===== src/rtl/vg_pkg.sv =====
package vg_pkg;

  typedef enum logic [1:0] {
    ACC_FETCH = 2'd0,
    ACC_READ  = 2'd1,
    ACC_WRITE = 2'd2,
    ACC_ALT   = 2'd3
  } acc_kind_e;

  typedef enum logic [1:0] {
    LK_MISS  = 2'd0,
    LK_HIT   = 2'd1,
    LK_MULTI = 2'd2,
    LK_NONE  = 2'd3
  } lookup_e;

  localparam int CODE_W = 12;

  localparam logic [CODE_W-1:0] EC_NONE      = 12'h000;
  localparam logic [CODE_W-1:0] EC_MISS_RD   = 12'h040;
  localparam logic [CODE_W-1:0] EC_MISS_WR   = 12'h060;
  localparam logic [CODE_W-1:0] EC_FIRST_WR  = 12'h080;
  localparam logic [CODE_W-1:0] EC_PROT_RD   = 12'h0A0;
  localparam logic [CODE_W-1:0] EC_PROT_WR   = 12'h0C0;
  localparam logic [CODE_W-1:0] EC_ADDR_RD   = 12'h0C0;
  localparam logic [CODE_W-1:0] EC_ADDR_WR   = 12'h100;
  localparam logic [CODE_W-1:0] EC_MULTI     = 12'h140;

  typedef struct packed {
    logic              fault;
    logic [CODE_W-1:0] code;
  } verdict_t;

endpackage


===== src/rtl/vg_region_dec.sv =====
module vg_region_dec #(
  parameter int ADDR_W = 32,
  parameter int KEEP_W = 29
) (
  input  logic              clk,
  input  logic              rst_n,
  input  logic [ADDR_W-1:0] vaddr,
  input  logic              priv,
  output logic              untranslated,
  output logic              region_err,
  output logic [ADDR_W-1:0] direct_paddr,
  output logic [ADDR_W-1:0] fixed_paddr
);
  localparam logic [ADDR_W-1:0] KEEP_MASK = ADDR_W'((64'd1 << KEEP_W) - 64'd1);
  localparam logic [ADDR_W-1:0] SQ_LAST   = ADDR_W'(32'hE400_0000);

  logic in_p12;
  logic in_p4;
  logic in_sq;

  always_comb begin
    in_p12       = (vaddr[ADDR_W-1 -: 2] == 2'b10);
    in_p4        = (vaddr[ADDR_W-1 -: 3] == 3'b111);
    in_sq        = in_p4 && (vaddr <= SQ_LAST);
    region_err   = !priv && (in_p12 || (in_p4 && !in_sq));
    untranslated = in_p12 || in_p4;
    direct_paddr = vaddr & KEEP_MASK;
    fixed_paddr  = in_p12 ? (vaddr & KEEP_MASK) : vaddr;
  end


  user_p12_err_chk: assert property (@(posedge clk) disable iff (!rst_n)
    (!priv && vaddr[ADDR_W-1 -: 2] == 2'b10) |-> region_err);


  priv_no_region_err_chk: assert property (@(posedge clk) disable iff (!rst_n)
    priv |-> !region_err);

endmodule


===== src/rtl/vg_prot_chk.sv =====
module vg_prot_chk
  import vg_pkg::*;
(
  input  logic      clk,
  input  logic      rst_n,
  input  acc_kind_e kind,
  input  logic      priv,
  input  lookup_e   lk,
  input  logic [1:0] prot,
  input  logic      dirty,
  output verdict_t  verdict
);
  logic is_wr;
  logic is_fetch;
  logic fetch_bad;
  logic data_bad;

  always_comb begin
    is_wr     = (kind == ACC_WRITE);
    is_fetch  = (kind == ACC_FETCH);
    fetch_bad = priv && !prot[1];
    data_bad  = (!priv && !prot[1]) || (is_wr && !prot[0]);

    verdict = '{fault: 1'b0, code: EC_NONE};
    unique case (lk)
      LK_MULTI: verdict = '{fault: 1'b1, code: EC_MULTI};
      LK_HIT: begin
        if (is_fetch) begin
          if (fetch_bad) verdict = '{fault: 1'b1, code: EC_PROT_RD};
        end else if (data_bad) begin
          verdict = '{fault: 1'b1, code: is_wr ? EC_PROT_WR : EC_PROT_RD};
        end else if (is_wr && !dirty) begin
          verdict = '{fault: 1'b1, code: EC_FIRST_WR};
        end
      end
      default: verdict = '{fault: 1'b1, code: is_wr ? EC_MISS_WR : EC_MISS_RD};
    endcase
  end


  multi_code_chk: assert property (@(posedge clk) disable iff (!rst_n)
    (lk == LK_MULTI) |-> (verdict.fault && verdict.code == EC_MULTI));


  first_write_only_chk: assert property (@(posedge clk) disable iff (!rst_n)
    (verdict.code == EC_FIRST_WR) |-> (kind == ACC_WRITE && !dirty && lk == LK_HIT));


  fetch_user_ok_chk: assert property (@(posedge clk) disable iff (!rst_n)
    (kind == ACC_FETCH && lk == LK_HIT && !priv) |-> !verdict.fault);

endmodule


===== src/rtl/vaddr_guard.sv =====
module vaddr_guard
  import vg_pkg::*;
#(
  parameter int ADDR_W = 32,
  parameter int KEEP_W = 29
) (
  input  logic              clk,
  input  logic              rst_n,
  input  logic              req_valid,
  input  logic [ADDR_W-1:0] req_vaddr,
  input  logic [1:0]        req_kind,
  input  logic              req_priv,
  input  logic              xlate_on,
  input  logic [1:0]        tlb_state,
  input  logic [1:0]        tlb_prot,
  input  logic              tlb_dirty,
  input  logic [ADDR_W-1:0] tlb_paddr,
  output logic              rsp_valid,
  output logic [ADDR_W-1:0] rsp_paddr,
  output logic              rsp_fault,
  output logic [CODE_W-1:0] rsp_code
);
  logic              untranslated;
  logic              region_err;
  logic [ADDR_W-1:0] direct_paddr;
  logic [ADDR_W-1:0] fixed_paddr;
  verdict_t          lk_verdict;

  logic              nxt_valid;
  logic [ADDR_W-1:0] nxt_paddr;
  logic              nxt_fault;
  logic [CODE_W-1:0] nxt_code;

  vg_region_dec #(.ADDR_W(ADDR_W), .KEEP_W(KEEP_W)) i_region (
    .clk          (clk),
    .rst_n        (rst_n),
    .vaddr        (req_vaddr),
    .priv         (req_priv),
    .untranslated (untranslated),
    .region_err   (region_err),
    .direct_paddr (direct_paddr),
    .fixed_paddr  (fixed_paddr)
  );

  vg_prot_chk i_prot (
    .clk     (clk),
    .rst_n   (rst_n),
    .kind    (acc_kind_e'(req_kind)),
    .priv    (req_priv),
    .lk      (lookup_e'(tlb_state)),
    .prot    (tlb_prot),
    .dirty   (tlb_dirty),
    .verdict (lk_verdict)
  );

  // next-state
  always_comb begin
    nxt_valid = req_valid;
    nxt_paddr = rsp_paddr;
    nxt_fault = rsp_fault;
    nxt_code  = rsp_code;
    if (req_valid) begin
      if (region_err) begin
        nxt_fault = 1'b1;
        nxt_code  = (req_kind == ACC_WRITE) ? EC_ADDR_WR : EC_ADDR_RD;
        nxt_paddr = '0;
      end else if (untranslated) begin
        nxt_fault = 1'b0;
        nxt_code  = EC_NONE;
        nxt_paddr = fixed_paddr;
      end else if (!xlate_on) begin
        nxt_fault = 1'b0;
        nxt_code  = EC_NONE;
        nxt_paddr = direct_paddr;
      end else begin
        nxt_fault = lk_verdict.fault;
        nxt_code  = lk_verdict.code;
        nxt_paddr = lk_verdict.fault ? '0 : tlb_paddr;
      end
    end
  end

  // registers
  always_ff @(posedge clk or negedge rst_n) begin
    if (!rst_n) begin
      rsp_valid <= 1'b0;
      rsp_paddr <= '0;
      rsp_fault <= 1'b0;
      rsp_code  <= '0;
    end else begin
      rsp_valid <= nxt_valid;
      rsp_paddr <= nxt_paddr;
      rsp_fault <= nxt_fault;
      rsp_code  <= nxt_code;
    end
  end


  valid_follow_chk: assert property (@(posedge clk) disable iff (!rst_n)
    req_valid |=> rsp_valid);


  idle_hold_chk: assert property (@(posedge clk) disable iff (!rst_n)
    !req_valid |=> (!rsp_valid && $stable(rsp_paddr) && $stable(rsp_fault) && $stable(rsp_code)));


  fault_shape_chk: assert property (@(posedge clk) disable iff (!rst_n)
    rsp_fault |-> (rsp_paddr == '0 && rsp_code != '0));


  clean_code_chk: assert property (@(posedge clk) disable iff (!rst_n)
    !rsp_fault |-> (rsp_code == '0));


  priv_p12_bypass_chk: assert property (@(posedge clk) disable iff (!rst_n)
    (req_valid && req_priv && req_vaddr[ADDR_W-1 -: 2] == 2'b10) |=>
      (!rsp_fault && rsp_paddr[ADDR_W-1:KEEP_W] == '0));

endmodule


===== config.mk =====
export PLATFORM = sky130hd
export DESIGN_NAME = vaddr_guard
export DESIGN_NICKNAME = d
export VERILOG_FILES = /design/src/rtl/vg_pkg.sv /design/src/rtl/vg_region_dec.sv /design/src/rtl/vg_prot_chk.sv /design/src/rtl/vaddr_guard.sv
export SDC_FILE = /design/constraint.sdc
export NUM_CORES = 1
export LEC_CHECK = 0
export BUFFER_PORTS_ARGS = -buffer_cell sky130_fd_sc_hd__buf_2
export CORE_ASPECT_RATIO = 0.6
export CORE_MARGIN = 3
export CORE_UTILIZATION = 35
export DETAILED_ROUTE_END_ITERATION = 8
export PLACE_DENSITY = 0.73
export SKIP_LAST_GASP = 1
export SLEW_MARGIN = 40
export SYNTH_ARGS = -nofsm -noshare
export SYNTH_HDL_FRONTEND = slang
export SYNTH_SLANG_ARGS = --single-unit
export TNS_END_PERCENT = 20

===== constraint.sdc =====
create_clock -name clk -period 0.8 [get_ports clk]
set_input_delay 0.12 -clock clk [delete_from_list [all_inputs] [get_ports clk]]
set_output_delay 0.12 -clock clk [all_outputs]
set_load 0.005 [all_outputs]

-- Word level (Yosys, flattened, before mapping)
Cells that the tools add are included.
- reduce and logical (&&, ||, !) cells: 16
- $lt $le $gt $ge: 1
- equal/unequal tests: 5
- mux-type cells: 19
- operator list (kind ; number):
    $mux 32 ; 5
    $mux 13 ; 4
    $mux 12 ; 3
    $le 32x32->1 const B ; 1
    $pmux 13 s2 ; 1
    $mux 9 ; 1
    $logic_and 1x1->1 ; 7
    $mux 7 ; 1
    $eq 2x2->1 const B ; 3
    $mux 6 ; 1
    $logic_not 1->1 ; 5
    $eq 3x3->1 const B ; 1
    $logic_or 1x1->1 ; 3
    $mux 1 ; 3
    $eq 2x1->1 const B ; 1
    $logic_not 2->1 ; 1
- input port bits: 76
- flip-flop bits (word level): 46
- word-level logic and storage cells: 45

-- Logic depth before layout (Yosys ltp)
Gate-level depths: netlist (run 1).
- word-level depth: 10
- gate-level depth with buffers: 7
- depth with buffers taken out: 6

-- Hierarchy
From an unflattened synthesis (run 1), not the netlist that was laid out.
- cell total of the unflattened synthesis: 334
- area total of the unflattened synthesis: 3189.3 um2
- modules (own cells, without submodules) (module ; sequential area each (um2) ; area each (um2) ; cells each ; times used):
    vaddr_guard ; 1151.1 ; 2407.3 ; 223 ; 1
    vg_region_dec ; 0.0 ; 593.1 ; 82 ; 1
    vg_prot_chk ; 0.0 ; 188.9 ; 29 ; 1

-- Worst setup path before layout (run 1)
Ideal clock, no wire load.
- path kind: input port to flip-flop
- from: in req_vaddr[15]
- to: reg rsp_fault
- data required time: 681 ps
- cell stages on the path: 6
- slack: -1113 ps
- arrival time: 1794 ps
- setup time: 119 ps
- cell sequence: or3_1 > or4_1 > o311a_1 > or3_4 > buf_6 > o21a_1
- cells in the longest elaborated chain, start to end: 7
- RTL lines (element ; RTL line ; text):
    from (decl) ; vaddr_guard.sv:10 ; input logic [ADDR_W-1:0] req_vaddr,
    $le 32x32->1 ; vg_region_dec.sv:24 ; in_sq = in_p4 && (vaddr <= SQ_LAST);
    $logic_and 1x1->1 ; vg_region_dec.sv:24 ;
    $logic_not 1->1 ; vg_region_dec.sv:25 ; region_err = !priv && (in_p12 || (in_p4 && !in_sq));
    $logic_and 1x1->1 ; vg_region_dec.sv:25 ;
    $logic_or 1x1->1 ; vg_region_dec.sv:25 ;
    $logic_and 1x1->1 ; vg_region_dec.sv:25 ;
    $mux 1 ; vaddr_guard.sv:63 ; if (region_err) begin
    to (signal assigned) ; vaddr_guard.sv:93 ; rsp_fault <= nxt_fault;
    to (decl) ; vaddr_guard.sv:20 ; output logic rsp_fault,
No other way between the ends.
A chain may end at the register's enable or synchronous reset.

-- Worst setup path after layout (run 1)
- from: in req_vaddr[15]
- to: reg rsp_paddr[1]
- cells in the longest elaborated chain, start to end: 7
- RTL lines (element ; RTL line ; text):
    $le 32x32->1 ; vg_region_dec.sv:24 ;
    $logic_and 1x1->1 ; vg_region_dec.sv:24 ;
    $logic_not 1->1 ; vg_region_dec.sv:25 ;
    $logic_and 1x1->1 ; vg_region_dec.sv:25 ;
    $logic_or 1x1->1 ; vg_region_dec.sv:25 ;
    $logic_and 1x1->1 ; vg_region_dec.sv:25 ;
    $mux 32 ; vaddr_guard.sv:63 ;
    to (signal assigned) ; vaddr_guard.sv:92 ; rsp_paddr <= nxt_paddr;
    to (decl) ; vaddr_guard.sv:19 ; output logic [ADDR_W-1:0] rsp_paddr,
No other way between the ends.

==> flow_summary.toml, run 1 <==
[sta]
slew_violations = 0
max_freq_mhz = 552.0
post-route-period-util_pct = 226.4
setup_viol = 75
rsz0062_at_grt = "yes"
finClkSkew_ns = 0
final.min_clock_period_ns = 1.811
hold-worst-slack_ns = 0.1167
hold_viol_final = 0
tns_ns = -38.56
finalWorstSetupSlack_ns = -1.011

[synth]
syn_area_mm2 = 0.002083
synth_edf_count = 0
synth-async-reset-ratio_pct = 100.0
netlist_instances = 175
synth_ff_type = "dfrtp_1"
yosysUniqueCellTypes = 40
ys_seq_area_share_pct = 45.65
avgSynthCellArea_um2 = 11.90
yosys_warnings = 0
synth_seq_cells = 38

[power]
ir_drop_mv = 0.8338
power-per-cell-area_mw_per_mm2 = 1639
leakage_nw = 1.576

[critical_path]
cp.required_ns = 1.01
r2r-start = "rsp_fault"
end_kind = "flop"
reg2regPathDepth = 1
critPathKind = "input pin to flop"
cp_top_family = "simple AND/OR/NAND/NOR gates"
crit_slowest_cell = "or3_4"
slowest_delay_ns = 0.49
cp-start-kind = "input pin"
cpMostUsedCell = "or3_4"
critPathMaxFanout = 8
arrival_ns = 2.02
cp-startpoint = "req_vaddr[15]"
cp_cell_sequence = "buf_6 > or3_4 > or4_4 > o311a_4 > or3_4 > o2bb2ai_1"
critPathBufInv = 1
cp_num_cells = 6

[layout]
seqCellArea_um2 = 950.9
diodes = 0
final_common_cell = "buf_2"
drive_gt1_share_pct = 58.49
syn_to_final_growth_pct = 53.99
multi_input_area_mm2 = 0.001197
fillerInstances = 518
mostFrequentLayoutCells = "buf_2 (111), dfrtp_1 (38), mux2i_1 (30), buf_4 (28), o2bb2ai_2 (26)"
final_nets = 396

[detailed_routing]
routedWlPerCell_um = 16.31
ant_nets = 0
vias_per_cell = 4.965
drtIter0Drc = 69
finalWirelength_um = 6493
dr_total_vias = 1976
drt_first_pass_iters = 4
remaining_drc_errors = 0

[floorplan]
io_pins = 122
die_h_um = 65.76
core_area_mm2 = 0.005675
start_util_pct = 36.71
rows = 21
dieWidth_um = 105.6
die_area_mm2 = 0.006944

[run_status]
violations = "negative setup slack"
status = "finished with violations"

[global_route]
grt_pass1_vias = 2024
antenna_found_initial = 0
gr-total-overflow = 0
grt_usage_pct = 18.96
grt_pass1_wl_um = 10220
grt_start_max_net_pins = 39

[clock_network]
cts_max_level = 2
clock_sinks = 38
clk_latency_ns = 0.27
cts_buffers = 5
clockRootBuffer = "clkbuf_8"
cts_max_path_buffers = 2
cts.clk_slew.worst_paths_ns = 0.07
tritoncts = "yes"

[hold_path]
hold_start = "tlb_paddr[6]"
whs_path_depth = 3
hp-class = "input pin to flop"

[placement]
hpwl_um = 4729
port_buffers = 113
place_congestion = 0.8138

[job]
cap_viol_max_count = 0
state kept, by name, indices dropped and copies added, names as in the netlist:
name       flops
rsp_paddr     32
rsp_code       4
rsp_fault      1
rsp_valid      1
repair_timing:
action                                  CTS  global route
gates resized for setup                  17             9
pin swaps                                13             8
hold buffers                              1             0
gates cloned                              2             1
endpoints found under the hold margin    38             0
endpoints found under the setup margin   75            75
setup buffers                             1             0
synthesized netlist by cell type (4+ instances only):
master | number | area share [%]
o2bb2ai_1 | 23 | 9.7
clkbuf_1 | 7 | 1.3
buf_4 | 8 | 2.9
nor4_1 | 5 | 1.5
dfrtp_1 | 38 | 46
mux2i_1 | 30 | 14
o2bb2ai_2 | 9 | 6.5
a31oi_1 | 4 | 1.2
nor2_1 | 5 | 0.90
metrics by stage:
stage | instances | instance area (um2) | worst slack, ns | util (%) | power (mW)
after global placement | 385 | 2905 | -1.340 | 51.19 | 3.527
after detailed placement | 385 | 2905 | -1.405 | 51.19 | 3.556
after CTS | 397 | 3147 | -1.015 | 55.45 | 5.264
after floorplan | 182 | 2110 | -1.113 | - | 2.877
after global routing | 398 | 3208 | -1.044 | 56.53 | 5.550
final | 398 | 3208 | -1.011 | 56.53 | 5.259
final timing paths:
kind	to	slack, ns
max	rsp_paddr[1]	-1.01
min	rsp_paddr[6]	0.12
max reg2reg	rsp_fault	0.14
min reg2reg	rsp_paddr[8]	0.49
max in group asynchronous	rsp_paddr[29]	0.28
min in group asynchronous	rsp_valid	0.33
logic make-up after synthesis:
family,synth area share [%]
buffers and inverters,6.667
and+or+nand+nor,8.709
adders and majority gates,1.802
DFF,45.65
muxes,14.41
other,0.1800
AOI/OAI and AO/OA,22.58
final cells by class:
cell class / count / area share [%]
clock buffers: 7 / 2.379
well taps: 80 / 3.120
flip-flops and latches: 38 / 29.64
clock inverters: 1 / 0.9360
repair buffers: 144 / 26.13
multi-input cells: 124 / 37.32
inverters: 4 / 0.4680
routing by layer:
| metal | share of wire (%) | track usage (%) |
|---|---|---|
| met1 | 51 | 27.17 |
| met2 | 42 | 29.52 |
| met3 | 6.2 | 4.711 |
| met4 | 0.52 | 3.231 |
| met5 | 0 | 0 |
report_power, final:
part           total [mW]  switching (mW)  internal [mW]  leakage (nW)
sequential           2.29           0.150           2.14         0.483
combinational        1.39           0.654          0.735          1.04
clock                1.58           0.647          0.933        0.0524
total                5.26            1.45           3.81          1.58
No activity file was read; power rests on OpenSTA's default activity.
==> run 2, diff against run 1 <==
--- a/config.mk
+++ b/config.mk
@@ -5,12 +5,13 @@
 export SDC_FILE = /design/constraint.sdc
 export NUM_CORES = 1
 export LEC_CHECK = 0
+export ABC_AREA = 1
 export BUFFER_PORTS_ARGS = -buffer_cell sky130_fd_sc_hd__buf_2
 export CORE_ASPECT_RATIO = 0.6
 export CORE_MARGIN = 3
 export CORE_UTILIZATION = 35
 export DETAILED_ROUTE_END_ITERATION = 8
-export PLACE_DENSITY = 0.73
+export PLACE_DENSITY = 0.71
 export SKIP_LAST_GASP = 1
 export SLEW_MARGIN = 40
 export SYNTH_ARGS = -nofsm -noshare
==> run 2 against run 1 <==
Clock skew did not move. First-iteration DRC count rose by 140%. Critical path type unchanged. Final cell count rose by 42%. Combinational power rose by 34%. The run still ends with negative setup slack left. Largest cell class unchanged. Largest power group unchanged. Area after synthesis rose by 13%. Clock power fell by 23%. Global-route usage fell by 0.67 points. Critical path depth rose by 7.
==> flow_summary.toml, run 2 <==
[layout]
final_common_cell = "nand2_1"
fillerInstances = 571
regMostFlops = "rsp_paddr"
multi_input_area_mm2 = 0.001358
fin_area_mm2 = 0.003861
syn_to_final_growth_pct = 63.71
utilization_pct = 61.25
seqCellArea_um2 = 950.9
final_nets = 562
top_regs = "rsp_paddr (32), rsp_code (4)"
largest_reg_flops = 32
diodes = 0
mostFrequentLayoutCells = "nand2_1 (108), buf_2 (97), buf_4 (41), dfrtp_1 (38), nand3_1 (19)"
drive_gt1_share_pct = 52.38

[floorplan]
die_h_um = 69.59
io_pins = 122
dieWidth_um = 112.0
core_area_mm2 = 0.006304
start_util_pct = 37.42
die_area_mm2 = 0.007792
rows = 22

[critical_path]
critPathKind = "input pin to flop"
arrival_ns = 1.31
cp-start-kind = "input pin"
end_kind = "flop"
crit_slowest_cell = "buf_12"
cp_cell_sequence = "buf_2 > inv_2 > nand2_2 > nor2_2 > nand2_2 > nor2_1 > nand2_1 > nand2_1 > nand2_2 > nand2_4 > nand2_4 > buf_12 > o21a_1"
cpMostUsedCell = "nand2_2"
critPathBufInv = 3
critPathMaxFanout = 5
reg2regPathDepth = 2
ff2ff_setup_slack_ns = 0.13
slowest_delay_ns = 0.14
r2r_end = "rsp_code[5]"
cp_top_family = "simple AND/OR/NAND/NOR gates"
r2r-start = "rsp_code[5]"
cp_num_cells = 13
cp.required_ns = 0.97

[sta]
slew_violations = 0
final.min_clock_period_ns = 1.135
max_freq_mhz = 880.7
hold_viol_final = 0
finalWorstSetupSlack_ns = -0.3355
finClkSkew_ns = 0
setup_viol = 75
post-route-period-util_pct = 141.9
rsz0062_at_grt = "yes"

[global_route]
grt_pass1_vias = 2470
grt_start_max_net_pins = 39
grt_pass1_wl_um = 11690
antenna_found_initial = 0
grt_usage_pct = 18.29
gr-total-overflow = 0

[synth]
netlist_instances = 328
synth_most_common_cell = "nand2_1"
synthMuxAreaShare_pct = 1.698
synthTopCellsByArea = "dfrtp_1 (40%), nand2_1 (19%), nand3_1 (5.3%), inv_1 (4.3%), o21ai_2 (3.7%)"
synth_xor_xnor_area_share_pct = 0
yosysUniqueCellTypes = 31
yosysTopAreaCell = "dfrtp_1"
synthAdderAreaFrac_pct = 1.592
synth_top_family_by_area = "simple AND/OR/NAND/NOR gates"
synth_seq_cells = 38
synth_ff_type = "dfrtp_1"
synth_edf_count = 0
synth-async-reset-ratio_pct = 100.0
synthSimpleGateAreaFrac_pct = 31.09
ys_seq_area_share_pct = 40.32
synth_compound_area_share_pct = 12.79
yosys_warnings = 0
syn_area_mm2 = 0.002359
synth_top_area_share_pct = 40.32
avgSynthCellArea_um2 = 7.191
synth_commonest_cells = "nand2_1 (122), dfrtp_1 (38), inv_1 (27)"

[clock_network]
tritoncts = "yes"
clk_latency_ns = 0.28
clockRootBuffer = "clkbuf_8"
cts_max_level = 2
cts.clk_slew.worst_paths_ns = 0.07
clock_sinks = 38
cts_buffers = 5
cts_max_path_buffers = 2

[placement]
hpwl_um = 5725
place_congestion = 0.8852
port_buffers = 113
place_area_mm2 = 0.003301

[hold_path]
min_to = "rsp_paddr[21]"
whs_path_depth = 3
hp-class = "input pin to flop"
hold_start = "tlb_paddr[21]"

[run_status]
violations = "negative setup slack"
status = "finished with violations"

[detailed_routing]
finalWirelength_um = 7885
remaining_drc_errors = 0
routedWlPerCell_um = 13.91
vias_per_cell = 4.758
ant_nets = 0
drt_first_pass_iters = 4
drtIter0Drc = 168
dr_total_vias = 2698

[power]
power-per-cell-area_mw_per_mm2 = 1387
ir_drop_mv = 0.9040
leakage_nw = 2.084

[job]
cap_viol_max_count = 0
run 2: where the power goes:
| part | internal, mW | switching [mW] | total, mW |
|---|---|---|---|
| Clock | 0.600 | 0.625 | 1.22 |
| Sequential | 2.14 | 0.126 | 2.27 |
| Combinational | 0.941 | 0.923 | 1.86 |
| Total | 3.68 | 1.67 | 5.36 |
run 2: timing repair:
| item | in CTS | in global routing |
|---|---|---|
| gates resized for setup | 22 | 64 |
| hold buffers | 1 | 0 |
| setup endpoints to repair | 75 | 75 |
| pin swaps | 14 | 26 |
| buffers inserted | 4 | 8 |
| hold endpoints to repair | 38 | 0 |
| cloned | 1 | 2 |
run 2: kinds of logic after synthesis:
logic type | after synthesis
adders and majority gates | 3
AOI/OAI and AO/OA | 48
buffers and inverters | 59
DFF | 38
muxes | 4
and+or+nand+nor | 175
other | 1
run 2: how the worst max path moves through the flow:
stage | start | end
after global routing | req_vaddr[2] | rsp_fault
after detailed placement | req_vaddr[30] | rsp_paddr[11]
after global placement | req_vaddr[30] | rsp_paddr[11]
after CTS | req_vaddr[12] | rsp_fault
final | req_vaddr[2] | rsp_fault
after floorplan | req_vaddr[6] | rsp_fault
run 2: layout make-up:
cell class / count / area share, %
inverter: 34 / 4.213
multi-input combinational: 238 / 35.16
tap: 84 / 2.722
timing repair buffer: 166 / 31.30
clock buffer: 7 / 1.977
sequential: 38 / 24.63
run 2: worst reg2reg max path, stage by stage, from the launching register on:
cell	delay (ns)
dfrtp_1	0.41
nand2_1	0.08
o31ai_1	0.07
run 2: layer usage:
layer  GRT usage (%)  vias up  share of wire [%]
li1                -     1328                  -
met1           25.80     1265                 46
met2           28.15       98                 45
met3           4.621        7                8.2
met4           4.533        0               0.85
met5               0        -                  0
run 2: through the flow:
stage          power, mW  setup WS, ns  hold WS (ns)  setup TNS, ns  instances
2_1_floorplan      3.046       -0.2964       -0.1756         -8.152        335
3_3_place_gp       3.800       -0.6444        0.1005         -21.43        545
3_5_place_dp       3.831       -0.6952        0.1029         -22.95        545
4_1_cts            5.151       -0.3208        0.1232         -14.63        558
5_1_grt            5.655       -0.4276        0.1482         -19.44        567
6_report           5.355       -0.3355        0.1286         -14.25        567
